**src/rtl/sock_evt_pkg.sv**
```systemverilog
package sock_evt_pkg;
  localparam int EVT_N   = 4;
  localparam int EVT_PWR = 3;
  localparam int EVT_CD2 = 2;
  localparam int EVT_CD1 = 1;
  localparam int EVT_STS = 0;
endpackage

```
**src/rtl/sock_evt_sync.sv**
```systemverilog
module sock_evt_sync #(
  parameter int W      = 4,
  parameter int STAGES = 2
) (
  input  logic         clk_i,
  input  logic         rst_ni,
  input  logic [W-1:0] d_i,
  output logic [W-1:0] q_o
);
  logic [W-1:0] pipe_q [STAGES];

  generate
    for (genvar s = 0; s < STAGES; s++) begin : g_stage
      always_ff @(posedge clk_i or negedge rst_ni) begin
        if (!rst_ni) pipe_q[s] <= '0;
        else if (s == 0) pipe_q[s] <= d_i;
        else pipe_q[s] <= pipe_q[(s == 0) ? 0 : s-1];
      end
    end
  endgenerate

  assign q_o = pipe_q[STAGES-1];
endmodule

```
**src/rtl/sock_evt_detect.sv**
```systemverilog
module sock_evt_detect
  import sock_evt_pkg::*;
#(
  parameter int ARM_CNT = 3
) (
  input  logic             clk_i,
  input  logic             rst_ni,
  input  logic             bus_rst_i,
  input  logic             card16_i,
  input  logic             card_rst_i,
  input  logic [EVT_N-1:0] cur_i,
  output logic [EVT_N-1:0] set_o
);
  localparam int CNT_W = $clog2(ARM_CNT + 1);

  logic [CNT_W-1:0] arm_cnt_q;
  logic             armed;
  logic [EVT_N-1:0] prev_q;
  logic [EVT_N-1:0] edge_set;
  logic [EVT_N-1:0] rel_set;
  logic             card_rst_q;
  logic             rel;

  assign armed = (arm_cnt_q == CNT_W'(ARM_CNT));

  // hold off detection until the synchronizer carries real input values
  always_ff @(posedge clk_i or negedge rst_ni) begin
    if (!rst_ni) arm_cnt_q <= '0;
    else if (!armed) arm_cnt_q <= arm_cnt_q + 1'b1;
  end

  always_ff @(posedge clk_i or negedge rst_ni) begin
    if (!rst_ni) begin
      prev_q     <= '0;
      card_rst_q <= 1'b0;
    end else begin
      prev_q     <= cur_i;
      card_rst_q <= card_rst_i;
    end
  end

  generate
    for (genvar i = 0; i < EVT_N; i++) begin : g_edge
      if (i == EVT_STS) begin : g_sts
        assign edge_set[i] = card16_i ? (cur_i[i] ^ prev_q[i]) : (cur_i[i] & ~prev_q[i]);
      end else begin : g_any
        assign edge_set[i] = cur_i[i] ^ prev_q[i];
      end
      if (i == EVT_PWR) begin : g_norel
        assign rel_set[i] = 1'b0;
      end else begin : g_rel
        assign rel_set[i] = rel & cur_i[i];
      end
    end
  endgenerate

  assign rel   = card_rst_q & ~card_rst_i;
  assign set_o = (armed && !bus_rst_i) ? (edge_set | rel_set) : '0;

  assert_rise_only_R4: assert property (@(posedge clk_i) disable iff (!rst_ni)
    (!card16_i && prev_q[EVT_STS] && !cur_i[EVT_STS]) |-> !set_o[EVT_STS]);

  assert_unarmed_quiet_R12: assert property (@(posedge clk_i) disable iff (!rst_ni)
    (!armed || bus_rst_i) |-> (set_o == '0));
endmodule

```
**src/rtl/sock_evt_reg.sv**
```systemverilog
module sock_evt_reg
  import sock_evt_pkg::*;
#(
  parameter int DATA_W = 32
) (
  input  logic              clk_i,
  input  logic              rst_ni,
  input  logic              bus_rst_i,
  input  logic              pm_en_i,
  input  logic [EVT_N-1:0]  hw_set_i,
  input  logic              wr_en_i,
  input  logic [DATA_W-1:0] wr_data_i,
  input  logic              force_en_i,
  input  logic [DATA_W-1:0] force_data_i,
  output logic [EVT_N-1:0]  evt_o
);
  logic [EVT_N-1:0] evt_q;
  logic [EVT_N-1:0] set_all;
  logic [EVT_N-1:0] clr;
  logic [EVT_N-1:0] evt_d;

  assign set_all = hw_set_i | (force_en_i ? force_data_i[EVT_N-1:0] : '0);
  assign clr     = wr_en_i ? wr_data_i[EVT_N-1:0] : '0;

  always_comb begin
    evt_d = (evt_q & ~clr) | set_all;  // set beats clear
    if (bus_rst_i) begin
      evt_d[EVT_N-1:1] = '0;
      if (!pm_en_i) evt_d[EVT_STS] = 1'b0;
    end
  end

  always_ff @(posedge clk_i or negedge rst_ni) begin
    if (!rst_ni) evt_q <= '0;
    else evt_q <= evt_d;
  end

  assign evt_o = evt_q;

  assert_w1c_R5: assert property (@(posedge clk_i) disable iff (!rst_ni)
    wr_en_i |=> ((evt_q & $past(clr & ~set_all)) == '0));

  assert_set_wins_R11: assert property (@(posedge clk_i) disable iff (!rst_ni)
    ((|set_all) && !bus_rst_i) |=> ((evt_q & $past(set_all)) == $past(set_all)));

  assert_bus_rst_R7: assert property (@(posedge clk_i) disable iff (!rst_ni)
    bus_rst_i |=> (evt_q[EVT_N-1:1] == '0));

  assert_pm_keep_R7: assert property (@(posedge clk_i) disable iff (!rst_ni)
    (bus_rst_i && pm_en_i && evt_q[EVT_STS] && !clr[EVT_STS]) |=> evt_q[EVT_STS]);
endmodule

```
**src/rtl/sock_evt_latch.sv**
```systemverilog
module sock_evt_latch
  import sock_evt_pkg::*;
#(
  parameter int DATA_W      = 32,
  parameter int SYNC_STAGES = 2
) (
  input  logic              clk_i,
  input  logic              rst_ni,
  input  logic              bus_rst_i,
  input  logic              pm_en_i,
  input  logic              card_rst_i,
  input  logic              card16_i,
  input  logic [3:0]        stat_i,
  input  logic              wr_en_i,
  input  logic [DATA_W-1:0] wr_data_i,
  input  logic              force_en_i,
  input  logic [DATA_W-1:0] force_data_i,
  input  logic [3:0]        ien_i,
  output logic [DATA_W-1:0] rd_data_o,
  output logic              irq_o
);
  localparam int ARM_CNT = SYNC_STAGES + 1;
  localparam int RSVD_W  = DATA_W - EVT_N;

  logic [EVT_N-1:0] stat_sync;
  logic [EVT_N-1:0] hw_set;
  logic [EVT_N-1:0] evt;
  logic             irq_q;

  sock_evt_sync #(.W(EVT_N), .STAGES(SYNC_STAGES)) u_sync (
    .clk_i  (clk_i),
    .rst_ni (rst_ni),
    .d_i    (stat_i),
    .q_o    (stat_sync)
  );

  sock_evt_detect #(.ARM_CNT(ARM_CNT)) u_detect (
    .clk_i      (clk_i),
    .rst_ni     (rst_ni),
    .bus_rst_i  (bus_rst_i),
    .card16_i   (card16_i),
    .card_rst_i (card_rst_i),
    .cur_i      (stat_sync),
    .set_o      (hw_set)
  );

  sock_evt_reg #(.DATA_W(DATA_W)) u_reg (
    .clk_i        (clk_i),
    .rst_ni       (rst_ni),
    .bus_rst_i    (bus_rst_i),
    .pm_en_i      (pm_en_i),
    .hw_set_i     (hw_set),
    .wr_en_i      (wr_en_i),
    .wr_data_i    (wr_data_i),
    .force_en_i   (force_en_i),
    .force_data_i (force_data_i),
    .evt_o        (evt)
  );

  always_ff @(posedge clk_i or negedge rst_ni) begin
    if (!rst_ni) irq_q <= 1'b0;
    else irq_q <= |(evt & ien_i);
  end

  assign rd_data_o = {{RSVD_W{1'b0}}, evt};
  assign irq_o     = irq_q;

  assert_irq_src_R10: assert property (@(posedge clk_i) disable iff (!rst_ni)
    $rose(irq_o) |-> ($past(ien_i) != '0));
endmodule

```
**config.mk**
```make
export PLATFORM = sky130hd
export DESIGN_NAME = sock_evt_latch
export DESIGN_NICKNAME = d
export VERILOG_FILES = /design/src/rtl/sock_evt_pkg.sv /design/src/rtl/sock_evt_sync.sv /design/src/rtl/sock_evt_detect.sv /design/src/rtl/sock_evt_reg.sv /design/src/rtl/sock_evt_latch.sv
export SDC_FILE = /design/constraint.sdc
export NUM_CORES = 1
export LEC_CHECK = 0
export ABC_CLOCK_PERIOD_IN_PS = 1600
export BUFFER_PORTS_ARGS = -buffer_cell sky130_fd_sc_hd__buf_4
export CORE_ASPECT_RATIO = 0.6
export CORE_UTILIZATION = 33
export DETAILED_ROUTE_END_ITERATION = 8
export PLACE_DENSITY = 0.79
export SLEW_MARGIN = 20
export SYNTH_ARGS = -nofsm -noshare
export SYNTH_HDL_FRONTEND = slang
export SYNTH_HIERARCHICAL = 1
export SYNTH_SLANG_ARGS = --single-unit
```
**constraint.sdc**
```tcl
create_clock -name clk_i -period 1.6 [get_ports clk_i]
set_input_delay 0.16 -clock clk_i [delete_from_list [all_inputs] [get_ports clk_i]]
set_output_delay 0.16 -clock clk_i [all_outputs]
set_load 0.01 [all_outputs]
```
==> results_dict.tcl, run 1 <==
set metrics [dict create \
    grt_setup_unrepaired "false" \
    cp.buffers_inverters 0 \
    crit_family "flip-flops" \
    synth_edf_count 0 \
    p_per_area_nw_per_um2 999 \
    post_cts_buffers 0 \
    max_stage_delay_ps 410 \
    path_max_fanout 3 \
    layout-drive-gt1-share_pct 29.2 \
    p_total_mw 1.23 \
    synth_area_um2 988 \
    p_seq_share_pct 44.9 \
    max_cap_viol_count 0 \
    crit_slowest_cell "dfrtp_1" \
    hold_viol 0 \
    worst-r2r-setup-slack_ps 330 \
    reg2reg_depth 5 \
    final_cells 160 \
    yosysWarnings 6 \
    cts_tree "yes" \
    wl_mm 1.70 \
    die_x_um 72.7 \
    fmax_ghz 0.789 \
    leakage_nw 0.610 \
    r2r-end "u_reg/evt_o[0]" \
    finalSetupTns_ps 0 \
    cp_num_cells 5 \
    post-route-util_pct 46.2 \
    cts_repair_resize_count 0 \
    cts_made_buffers 3 \
    holdPathStages 1 \
    die_area_um2 3230 \
    power.internal_mw 0.959 \
    combPwrFrac_pct 14.5 \
    num-nets-final 203 \
    ys.flop_type "dfrtp_1" \
    grt_max_degree 21 \
    r2r_start "u_sync/q_o[0]" \
    slew_viol_final 0 \
    drtIter0Drc 7 \
    fin_skew_ps 1.83 \
    end_kind "flip-flop" \
    critPathArrivalTime_ps 1460 \
    crit_path_start "u_sync/q_o[0]" \
    final_cell_area_um2 1230 \
    place_area_um2 1110 \
    antenna_found_initial 0 \
    route.detailed.wl_per_inst_um 10.6 \
    rows 14 \
    vdd_drop_max_v 0.000415 \
    vias 619 \
    ys_ff_latch 20 \
    switching_share_pct 22.0 \
    area_growth_pct 24.6 \
    fillCellCount 250 \
    cp-endpoint "u_reg/evt_o[0]" \
    clockBufferDepth 2 \
    coreArea_um2 2660 \
    crit_type "flip-flop to flip-flop" \
    ys_seq_area_share_pct 50.6 \
    grt-ovfl-total 0 \
    status "finished clean" \
    grt_pass1_wl_mm 2.63 \
    setup_violations 0 \
    numPortBuffers 28 \
    vias_per_cell 3.87 \
    critPathRequiredTime_ps 1790 \
    worstPathCellList "ha_1 > nand2b_1 > a31oi_1 > a21oi_1 > a21oi_2" \
    cts_num_sinks 20 \
    multi_input_area_um2 345 \
    dp.cells 151 \
    fin_crit_ps 1270 \
    start_util_pct 37.1 \
    clock-root-buffer "clkbuf_8" \
    ys_async_sr_fraction_pct 100 \
    antenna-diode-count 0 \
    register_area_um2 500 \
    clock_latency_ps 260 \
    clkPwrFrac_pct 40.6 \
    ys_types 20 \
    grt_pass1_vias 610 \
    die_h_um 44.4 \
    post-route-drc-count 0 \
    first_pass_iters 2 \
    hold_buffers 5 \
    postRouteAntennaNets 0 \
    dp_hpwl_mm 1.34 \
    synth_cells 88 \
    htreeDepth 1 \
    clkTransAtPathRegs_ps 70 \
    critPathLaunchType "flip-flop" \
    syn_avg_cell_area_um2 11.2 \
    gr-usage-all-layers_pct 11.6 \
    power.switching_mw 0.270 \
    pin_count 113 \
    finalCritPeriodShare_pct 79.2 \
    place.gp.congestion 0.726 \
    min_path_type "input pin to flip-flop" \
]
[worst register-to-register path: cells and delay by family, from the launching register on]
kind	cells	cell delay, ps
AOI/OAI and AO/OA	3	360
adders and majority gates	1	290
DFF	1	410
and+or+nand+nor	1	140
[metal layers]
metal / up-vias / routed length (um) / GRT usage, %
met3: 2 / 110 / 5.01
met5: - / 0 / 0
met4: 0 / 19 / 5.88
met2: 36 / 870 / 20.4
met1: 287 / 697 / 12.1
li1: 294 / - / -
[sequential cells by signal, indices dropped and copies added, names as in the netlist]
signal               count
irq_o                    1
u_sync/pipe_q            4
u_detect/arm_cnt_q       2
u_detect/prev_q          4
u_reg/evt_o              4
u_sync/q_o               4
u_detect/card_rst_q      1
[how the worst min path moves through the flow]
stage	slack (ps)	end	from
2_1_floorplan	-140	irq_o	rst_ni
3_3_place_gp	40	u_sync/pipe_q[6]	rst_ni
3_5_place_dp	50	u_sync/pipe_q[7]	rst_ni
4_1_cts	20	u_detect/card_rst_q	card_rst_i
5_1_grt	8	u_detect/card_rst_q	card_rst_i
6_report	20	u_detect/card_rst_q	card_rst_i
[synthesized netlist by cell type (2+ instances only)]
cell	instances	share of area, %
a211oi_1	2	1.5
a21bo_1	3	3.0
a21oi_1	7	3.5
a22oi_1	2	1.5
and2_1	2	1.3
buf_4	32	24
dfrtp_1	20	51
ha_1	2	2.5
nand2b_1	4	2.5
nor2_1	3	1.1
xnor2_1	2	1.8
[layout make-up]
cell class	count	area share, %
clock buffer	3	3.35
clock inverter	1	2.44
inverter	1	0.305
multi-input combinational	62	28.0
sequential	20	40.7
tap	40	4.07
timing repair buffer	33	21.1
[metrics by stage]
stage	worst slack, ps	hold slack, ps
4_1_cts	320	15.5
2_1_floorplan	341	-136
5_1_grt	220	8.08
6_report	333	23.5
3_5_place_dp	336	52.1
3_3_place_gp	369	43.9
[cell usage in the layout (no fill, tap or decap), types with 2 or more instances in the layout]
| cell type | n |
|---|---|
| nor2_1 | 3 |
| dlygate4sd3_1 | 5 |
| a22oi_1 | 2 |
| a21oi_1 | 7 |
| nand2b_1 | 4 |
| dfrtp_1 | 20 |
| ha_1 | 2 |
| a211oi_1 | 2 |
| conb_1 | 28 |
| buf_4 | 28 |
| clkbuf_8 | 3 |
| a21bo_1 | 3 |
| xnor2_1 | 2 |
| and2_1 | 2 |
[power groups by stage]
stage	registers (mW)	clock network (mW)	logic, mW
after CTS	0.552	0.512	0.177
after global routing	0.557	0.540	0.194
after floorplan	0.564	0	0.132
after global placement	0.560	0	0.163
final	0.552	0.499	0.178
after detailed placement	0.562	0	0.167
[cell families (layout without fill, tap and decap cells)]
logic type | after synthesis | after routing | synth area share [%]
xor+xnor | 2 | 2 | 1.77
other cells | 1 | 28 | 0.379
buf+inv | 33 | 38 | 24.7
simple gates | 12 | 12 | 6.71
mux | 1 | 1 | 1.14
flops | 20 | 20 | 50.6
fa+ha+maj | 2 | 2 | 2.53
compound gates | 17 | 17 | 12.2
Note: power is estimated with default switching activity, not from simulation.
==> run 2, diff against run 1 <==
Settings changed: ABC_CLOCK_PERIOD_IN_PS 1600 to 1000, CORE_UTILIZATION 33 to 30, PLACE_DENSITY 0.79 to 0.76.
Clock period 1.6 ns to 1 ns, I/O delays scaled along.
==> results_dict.tcl, run 2 (synthesized netlist as in run 1, its figures left out) <==
set metrics [dict create \
    grt_pass1_wl_mm 2.70 \
    final_common_cell "buf_4" \
    r2r_start "u_sync/q_o[0]" \
    grt_setup_unrepaired "true" \
    layout-drive-gt1-share_pct 38.4 \
    vias_per_cell 3.91 \
    cts_made_buffers 3 \
    worstPathCellList "ha_4 > nand2b_1 > a31oi_1 > a21oi_1 > a21oi_2" \
    path_max_fanout 2 \
    reg2reg_depth 5 \
    slew_viol_final 0 \
    crit_family "flip-flops" \
    numPortBuffers 28 \
    critPathArrivalTime_ps 1350 \
    first_pass_iters 2 \
    worst-r2r-setup-slack_ps -210 \
    clock_latency_ps 260 \
    max_cap_viol_count 0 \
    r2r-end "u_reg/evt_o[0]" \
    gr-usage-all-layers_pct 10.7 \
    wl_mm 1.77 \
    cp_num_cells 5 \
    num-nets-final 208 \
    fin_skew_ps 2.55 \
    vdd_drop_max_v 0.000867 \
    leakage_nw 0.649 \
    crit_slowest_cell "dfrtp_1" \
    cts_tree "yes" \
    postRouteAntennaNets 0 \
    fin_ws_ps -208 \
    htreeDepth 1 \
    clock-root-buffer "clkbuf_8" \
    coreArea_um2 3000 \
    antenna_found_initial 0 \
    rows 15 \
    area_growth_pct 34.6 \
    critPathRequiredTime_ps 1140 \
    final_cells 167 \
    route.detailed.wl_per_inst_um 10.6 \
    critPathLaunchType "flip-flop" \
    clockBufferDepth 2 \
    max_stage_delay_ps 410 \
    grt-ovfl-total 0 \
    cts_num_sinks 20 \
    place.gp.congestion 0.716 \
    min_path_type "input pin to flip-flop" \
    die_x_um 76.1 \
    drtIter0Drc 14 \
    die_area_um2 3540 \
    crit_type "flip-flop to flip-flop" \
    mostFrequentLayoutCells "buf_4, conb_1, dfrtp_1, dlygate4sd3_1, a21oi_1" \
    grt_max_degree 21 \
    end_kind "flip-flop" \
    hold_viol 0 \
    crit_path_start "u_sync/q_o[0]" \
    start_util_pct 32.9 \
    vias 653 \
    finalCritPeriodShare_pct 121 \
    dp.cells 155 \
    cp-endpoint "u_reg/evt_o[0]" \
    pin_count 113 \
    antenna-diode-count 0 \
    fillCellCount 297 \
    setup_violations 5 \
    fmax_ghz 0.828 \
    die_h_um 46.5 \
    p_per_area_nw_per_um2 1500 \
    grt_pass1_vias 598 \
    dp_hpwl_mm 1.33 \
    cp.buffers_inverters 0 \
    clkTransAtPathRegs_ps 70 \
    fin_crit_ps 1210 \
    violations "negative setup slack" \
    post-route-drc-count 0 \
    status "complete, but fails checks" \
    post-route-util_pct 44.3 \
]
-- run 2: changes by cell type in the layout (fill, tap and decap cells not counted), moves of 2 or more --
cell	delta
ha_4	+2
a21oi_1	-2
a211oi_1	-2
buf_4	+4
ha_1	-2
a211oi_2	+2
a21oi_2	+2
-- run 2: power breakdown --
part,switching (mW),internal [mW]
Combinational,0.151,0.158
Clock,0.268,0.534
Sequential,0.0273,0.857
-- run 2: worst min-delay path by stage --
stage	startpoint	to	cells past startpoint
2_1_floorplan	rst_ni	irq_o	0
3_3_place_gp	rst_ni	u_sync/pipe_q[7]	1
3_5_place_dp	rst_ni	u_sync/pipe_q[7]	1
4_1_cts	bus_rst_i	u_reg/evt_o[1]	2
5_1_grt	bus_rst_i	u_reg/evt_o[3]	2
6_report	bus_rst_i	u_reg/evt_o[3]	2
-- run 2: per-layer routing --
layer  up-vias  wire length (um)  part of all wire, %  GRT usage (%)
li1        307                 -                    -              -
met2        27               983                   56           21.8
met1       314               668                   38           10.2
met3         5                81                  4.6           3.56
met4         0                34                  1.9           5.77
met5         -                 0                    0              0
-- run 2: metrics by stage --
stage	hold WS, ps	instance area, um2	total power [mW]	TNS (ps)	setup WS (ps)
4_1_cts	14.9	1310	2.01	-358	-161
3_5_place_dp	-8.80	1140	1.17	-592	-181
3_3_place_gp	-17.0	1140	1.16	-399	-135
5_1_grt	15.1	1330	2.08	-613	-243
6_report	16.9	1330	2.00	-376	-208
2_1_floorplan	-196	1110	1.12	-245	-164
-- run 2: repair_timing --
action | 4_1_cts | 5_1_grt
pin swaps | 1 | 1
resized for setup | 4 | 5
hold buffers | 6 | 0
endpoints found under the setup margin | 5 | 5
endpoints found under the hold margin | 25 | 0
buffers inserted | 1 | 1
-- run 2: cell type report --
class                           count  area (um2)  area share, %
Sequential cell                    20         500           37.6
Multi-Input combinational cell     62         402           30.2
Timing Repair Buffer               38         300           22.6
Tap cell                           42        52.6           3.95
Clock buffer                        3        41.3           3.10
Clock inverter                      1        30.0           2.26
Inverter                            1        3.75          0.282
-- run 2: worst register-to-register path, cell delays in order (launching register included) --
cell	delay, ps
dfrtp_1	410
ha_4	270
nand2b_1	90
a31oi_1	60
a21oi_1	180
a21oi_2	80
